===== src/rtl/dwell_pkg.sv =====
package dwell_pkg;
   typedef enum logic [0:0] {
      DWELL_COUNT = 1'b0,
      DWELL_SHIFT = 1'b1
   } dwell_impl_e;

   function automatic int run_width(input int thresh);
      return $clog2(thresh + 1);
   endfunction
endpackage


===== src/rtl/dwell_run_count.sv =====
module dwell_run_count #(
   parameter int THRESH = 4,
   localparam int CW = dwell_pkg::run_width(THRESH)
) (
   input  logic clk,
   input  logic rst,
   input  logic tick,
   input  logic sensor,
   output logic hit
);
   localparam logic [CW-1:0] TOP  = CW'(THRESH);
   localparam logic [CW-1:0] LAST = CW'(THRESH - 1);

   logic [CW-1:0] run_q;

   always_ff @(posedge clk) begin
      if (rst) begin
         run_q <= '0;
      end else if (tick) begin
         if (!sensor)
            run_q <= '0;
         else if (run_q != TOP)
            run_q <= run_q + 1'b1;
      end
   end

   assign hit = tick && sensor && (run_q >= LAST);

   assert_run_bound_R7 : assert property (@(posedge clk) disable iff (rst)
      run_q <= TOP);

   assert_idle_frozen_R2 : assert property (@(posedge clk) disable iff (rst)
      !tick |=> $stable(run_q));

   assert_vacant_clears_R4 : assert property (@(posedge clk) disable iff (rst)
      (tick && !sensor) |=> (run_q == '0));

   assert_occupied_step_R3 : assert property (@(posedge clk) disable iff (rst)
      (tick && sensor && run_q != TOP) |=> (run_q == $past(run_q) + 1'b1));
endmodule


===== src/rtl/dwell_history.sv =====
module dwell_history #(
   parameter int THRESH = 4,
   localparam int HW = THRESH - 1
) (
   input  logic clk,
   input  logic rst,
   input  logic tick,
   input  logic sensor,
   output logic hit
);
   logic [HW-1:0] hist_q;

   always_ff @(posedge clk) begin
      if (rst)
         hist_q <= '0;
      else if (tick)
         hist_q <= (hist_q << 1) | HW'(sensor);
   end

   assign hit = tick && sensor && (&hist_q);

   assert_hist_frozen_R2 : assert property (@(posedge clk) disable iff (rst)
      !tick |=> $stable(hist_q));

   assert_hist_newest_R4 : assert property (@(posedge clk) disable iff (rst)
      tick |=> (hist_q[0] == $past(sensor)));
endmodule


===== src/rtl/dwell_latch.sv =====
module dwell_latch (
   input  logic clk,
   input  logic rst,
   input  logic set_i,
   output logic alarm_o
);
   always_ff @(posedge clk) begin
      if (rst)
         alarm_o <= 1'b0;
      else if (set_i)
         alarm_o <= 1'b1;
   end

   assert_reset_quiet_R1 : assert property (@(posedge clk)
      rst |=> !alarm_o);

   assert_alarm_holds_R5 : assert property (@(posedge clk) disable iff (rst)
      alarm_o |=> alarm_o);
endmodule


===== src/rtl/dwell_alarm.sv =====
module dwell_alarm #(
   parameter int THRESH = 4,
   parameter dwell_pkg::dwell_impl_e IMPL = dwell_pkg::DWELL_COUNT
) (
   input  logic clk,
   input  logic rst,
   input  logic tick,
   input  logic sensor,
   output logic alarm
);
   logic hit;

   if (THRESH < 2) begin : g_bad_thresh
      $error("dwell_alarm: THRESH must be at least 2");
   end

   if (IMPL == dwell_pkg::DWELL_SHIFT) begin : g_shift
      dwell_history #(.THRESH(THRESH)) u_hist (
         .clk(clk), .rst(rst), .tick(tick), .sensor(sensor), .hit(hit)
      );
   end else begin : g_count
      dwell_run_count #(.THRESH(THRESH)) u_count (
         .clk(clk), .rst(rst), .tick(tick), .sensor(sensor), .hit(hit)
      );
   end

   dwell_latch u_latch (
      .clk(clk), .rst(rst), .set_i(hit), .alarm_o(alarm)
   );

   assert_rise_on_strobe_R3 : assert property (@(posedge clk) disable iff (rst)
      $rose(alarm) |-> ($past(tick) && $past(sensor)));
endmodule


===== config.mk =====
export PLATFORM = sky130hd
export DESIGN_NAME = dwell_alarm
export DESIGN_NICKNAME = d
export VERILOG_FILES = /design/src/rtl/dwell_pkg.sv /design/src/rtl/dwell_run_count.sv /design/src/rtl/dwell_history.sv /design/src/rtl/dwell_latch.sv /design/src/rtl/dwell_alarm.sv
export SDC_FILE = /design/constraint.sdc
export NUM_CORES = 1
export LEC_CHECK = 0
export BUFFER_PORTS_ARGS = -buffer_cell sky130_fd_sc_hd__buf_2
export CAP_MARGIN = 10
export CORE_AREA = 2 2 39 41
export CTS_CLUSTER_SIZE = 8
export DETAILED_ROUTE_END_ITERATION = 8
export DIE_AREA = 0 0 41 43
export HOLD_SLACK_MARGIN = 0.06
export MAX_ROUTING_LAYER = met4
export PLACE_DENSITY = 0.38
export SYNTH_ARGS = -nofsm -noshare
export SYNTH_HDL_FRONTEND = slang
export SYNTH_SLANG_ARGS = --single-unit

===== constraint.sdc =====
create_clock -name clk -period 2.1 [get_ports clk]
set_input_delay 0.42 -clock clk [delete_from_list [all_inputs] [get_ports clk]]
set_output_delay 0.42 -clock clk [all_outputs]
set_load 0.005 [all_outputs]

# Word-level counts from Yosys, hierarchy flattened
# Index checks and enable logic that the tools add are counted.
[word_totals]
input_bits = 4
output_inout_bits = 1
ff_bits = 4
elab_cells = 11
[classes]
addsub = 1
n_eq_ne = 2
n_reduce_logical = 3
order_cmp = 1
muxes = 2
[op_table]
columns = ["cell", "n"]
rows = [
  ["two-way mux 3 bit", 2],
  ["adder 3 x 1 -> 3 bit (second input constant)", 1],
  ["greater-or-equal comparator 3 x 2 -> 1 bit (second input constant)", 1],
  ["!= test 3 bit (second input constant)", 1],
  ["logical AND 1 bit", 2],
  ["!= test 2 x 1 -> 1 bit (second input constant)", 1],
  ["AND reduction 2 bit", 1],
]

# Longest topological paths before layout
[depth]
depth_word = 3
ltp_mapped = 5

# By module
# Synthesis repeated with hierarchy kept, for this count alone.
[unflattened]
hier_cells = 26
area_unflattened_um2 = 237.7
[by_module_without_submodules]
columns = ["module", "seq_area_each_um2", "instances", "cells_per_inst", "area_each_um2"]
rows = [
  ["dwell_run_count", 60.1, 1, 24, 207.7],
  ["dwell_latch", 20.0, 1, 2, 30.0],
]

# Worst setup path after synthesis
# No wires, ideal clock.
[synth_path]
kind = "flip-flop to flip-flop"
start = "register g_count.u_count.run_q[0]"
end = "register u_latch.alarm_o"
path_buffers = 0
required_time_ns = 1.985
stages_incl_launch_ff = 6
synth_period_minus_slack_ns = 1.176
setup_time_ns = 0.115
path_slack_ns = 0.924
arrival_ns = 1.061
path_cell_list = "dfxtp_1 > ha_1 > ha_1 > a211o_1 > a31oi_1 > nor2_1"
[synth_via]
elab_chain_cells = 2
[synth_lines]
columns = ["item", "line", "rtl"]
rows = [
  ["start, declared", "dwell_run_count.sv:14", "logic [CW-1:0] run_q;"],
  ["start signal, assigned", "dwell_run_count.sv:23", "run_q <= run_q + 1'b1;"],
  ["greater-or-equal comparator 3 x 2 -> 1 bit", "dwell_run_count.sv:27", "assign hit = tick && sensor && (run_q >= LAST);"],
  ["logical AND 1 bit", "dwell_run_count.sv:27", ""],
  ["end signal, assigned", "dwell_latch.sv:9", "alarm_o <= 1'b0;"],
  ["end signal, assigned", "dwell_latch.sv:11", "alarm_o <= 1'b1;"],
  ["end, declared", "dwell_latch.sv:5", "output logic alarm_o"],
]
# Every way passes these cells.
# A chain may end at the register's enable or synchronous reset.

# Worst setup path after layout
# Ends and elaborated chain as after synthesis.

==> impl_metrics.env <==
export IMPL_track_usage_pct=6.58
export IMPL_num_vias=179
export IMPL_synth_cells=22
export IMPL_viasPerCell=3.98
export IMPL_max_cap_violations=0
export IMPL_wirelength_um=398
export IMPL_htreeDepth=1
export IMPL_hold_class="primary input to flip-flop"
export IMPL_endpoint_kind="flip-flop"
export IMPL_postRouteAntennaNets=0
export IMPL_leakagePower_nw=0.124
export IMPL_place_inst=42
export IMPL_worstPathArrival_ns=1.35
export IMPL_clkTransAtPathRegs_ns=0.04
export IMPL_num_fill_cells=165
export IMPL_report_final_setup_viol=0
export IMPL_synth_area_leader_cell="dfxtp_1"
export IMPL_final_cells=45
export IMPL_power_density_mw_per_mm2=677
export IMPL_status="finished clean"
export IMPL_cts_resized=0
export IMPL_path_class="flip-flop to flip-flop"
export IMPL_yosys_area_top_type_share_pct=37.4
export IMPL_grt_max_degree=5
export IMPL_fin_worst_skew_ns=0.00310
export IMPL_worstSetupStartpointType="flip-flop"
export IMPL_io_buffers=4
export IMPL_grt_antenna_before_repair=0
export IMPL_maxSlewHeadroom_pct=85.0
export IMPL_die_w_um=41
export IMPL_yosysSeqAreaShare_pct=37.4
export IMPL_cts_made_buffers=3
export IMPL_drc=0
export IMPL_final_max_slew_viol_count=0
export IMPL_worstPathRequired_ns=2.22
export IMPL_min_period_ns=1.23
export IMPL_final_cell_mix="4 x dfxtp_1, 4 x buf_2, 3 x inv_1, 3 x ha_1, 3 x clkbuf_4"
export IMPL_drt_initial_drc_count=2
export IMPL_tritoncts="yes"
export IMPL_syn_avg_cell_area_um2=9.73
export IMPL_period_share_pct=58.5
export IMPL_grt_pass1_vias=177
export IMPL_area_growth_pct=29.2
export IMPL_core_area_mm2=0.00138
export IMPL_syn_cell_area_um2=214
export IMPL_cts_root_buf="clkbuf_4"
export IMPL_clock_path_buffers=2
export IMPL_drive_gt1_share_pct=31.0
export IMPL_tns_ns=0
export IMPL_fmax_ghz=0.813
export IMPL_cp_max_fo=3
export IMPL_cts_setup_buffers=0
export IMPL_die_area_mm2=0.00176
export IMPL_initial_utilization_pct=15.5
export IMPL_rows=14
export IMPL_cts_sink_count=4
export IMPL_rsz0062_at_grt="no"
export IMPL_syn_nets=29
export IMPL_peakVddDrop_mv=0.320
export IMPL_worstMarginPinSlew_ns=0.225
export IMPL_hold_viol=0
export IMPL_gp_congestion=0.628
export IMPL_diodes=0
export IMPL_synth_seq_cells=4
export IMPL_grt_pass1_wl_um=690
export IMPL_ys_warn_count=0
export IMPL_holdBufCountCts=0
export IMPL_synthTopCellsByArea="dfxtp_1 37%, ha_1 18%, a211oi_2 5.8%"
export IMPL_fin_nets=38
export IMPL_first_pass_iters=2
export IMPL_io_pins=5
export IMPL_wl_per_cell_um=8.84
export IMPL_grt_overflow=0
export IMPL_synth_cell_types=14
export IMPL_die_h_um=43
export IMPL_clk_latency_ns=0.23
export IMPL_dp_hpwl_um=330
==> sequential cells by signal (all words and copies together) (netlist names) <==
name,cells
g_count.u_count.run_q,3
u_latch.alarm_o,1
==> synth_stat cells, drive strengths merged <==
cell    count
dfxtp       4
ha          3
inv         3
nor2        2
a211o       1
a211oi      1
a21boi      1
a21oi       1
a22o        1
a31oi       1
mux2        1
nand2       1
nand3       1
o22a        1
==> worst max-delay path, stage by stage (launching register included) <==
cell and delay [ns]:
dfxtp_1 0.32, ha_1 0.20, ha_1 0.17, a211o_1 0.22, a31oi_1 0.16, nor2_1 0.05
==> logic make-up after synthesis <==
family / share of synthesized area [%]
flip-flops: 37.4
AO/OA/AOI/OAI: 26.9
multiplexers: 5.26
adder cells (fa/ha/maj): 17.5
buffers and inverters: 5.26
AND/OR/NAND/NOR: 7.60
==> routing by layer <==
metal / part of all wire, % / global-route usage (%) / wire [um]
met1: 52 / 7.07 / 207
met5: 0 / - / 0
met2: 40 / 7.50 / 161
met3: 7.5 / 6.28 / 30
met4: 0 / 4.00 / 0
==> metrics by stage <==
step / util, % / total power [mW] / hold slack, ns / setup WS, ns / cell area [um2]
after floorplan: - / 0.0893 / 0.461 / 0.924 / 214
after global placement: 18.4 / 0.0957 / 0.454 / 0.863 / 254
after detailed placement: 18.4 / 0.0967 / 0.465 / 0.868 / 254
after CTS: 20.0 / 0.192 / 0.408 / 0.866 / 277
after global routing: 20.0 / 0.203 / 0.404 / 0.796 / 277
final: 20.0 / 0.187 / 0.410 / 0.871 / 277
==> cell type report <==
| cell class | count | area [um2] | area share [%] |
|---|---|---|---|
| inverters | 3 | 11.3 | 4.07 |
| well taps | 16 | 20.0 | 7.24 |
| repair buffers | 4 | 20.0 | 7.24 |
| multi-input cells | 15 | 123 | 44.3 |
| clock buffers | 3 | 22.5 | 8.14 |
| flip-flops and latches | 4 | 80.1 | 29.0 |
==> power breakdown <==
| part | switching, mW | internal [mW] | total [mW] |
|---|---|---|---|
| registers | 0.00158 | 0.0783 | 0.0798 |
| clock network | 0.0282 | 0.0637 | 0.0919 |
| logic | 0.00855 | 0.00703 | 0.0156 |
| total | 0.0383 | 0.149 | 0.187 |
==> path summary, 6_finish.rpt <==
| check | slack, ns | start | depth (start not counted) | end |
|---|---|---|---|---|
| worst min-delay path | 0.41 | rst | 2 | g_count.u_count.run_q[2] |
| worst max register to register | 0.87 | g_count.u_count.run_q[0] | 5 | u_latch.alarm_o |
| worst max-delay path | 0.87 | g_count.u_count.run_q[0] | 5 | u_latch.alarm_o |
| worst min register to register | 0.47 | u_latch.alarm_o | 2 | u_latch.alarm_o |
No activity file was read; power rests on OpenSTA's default activity.
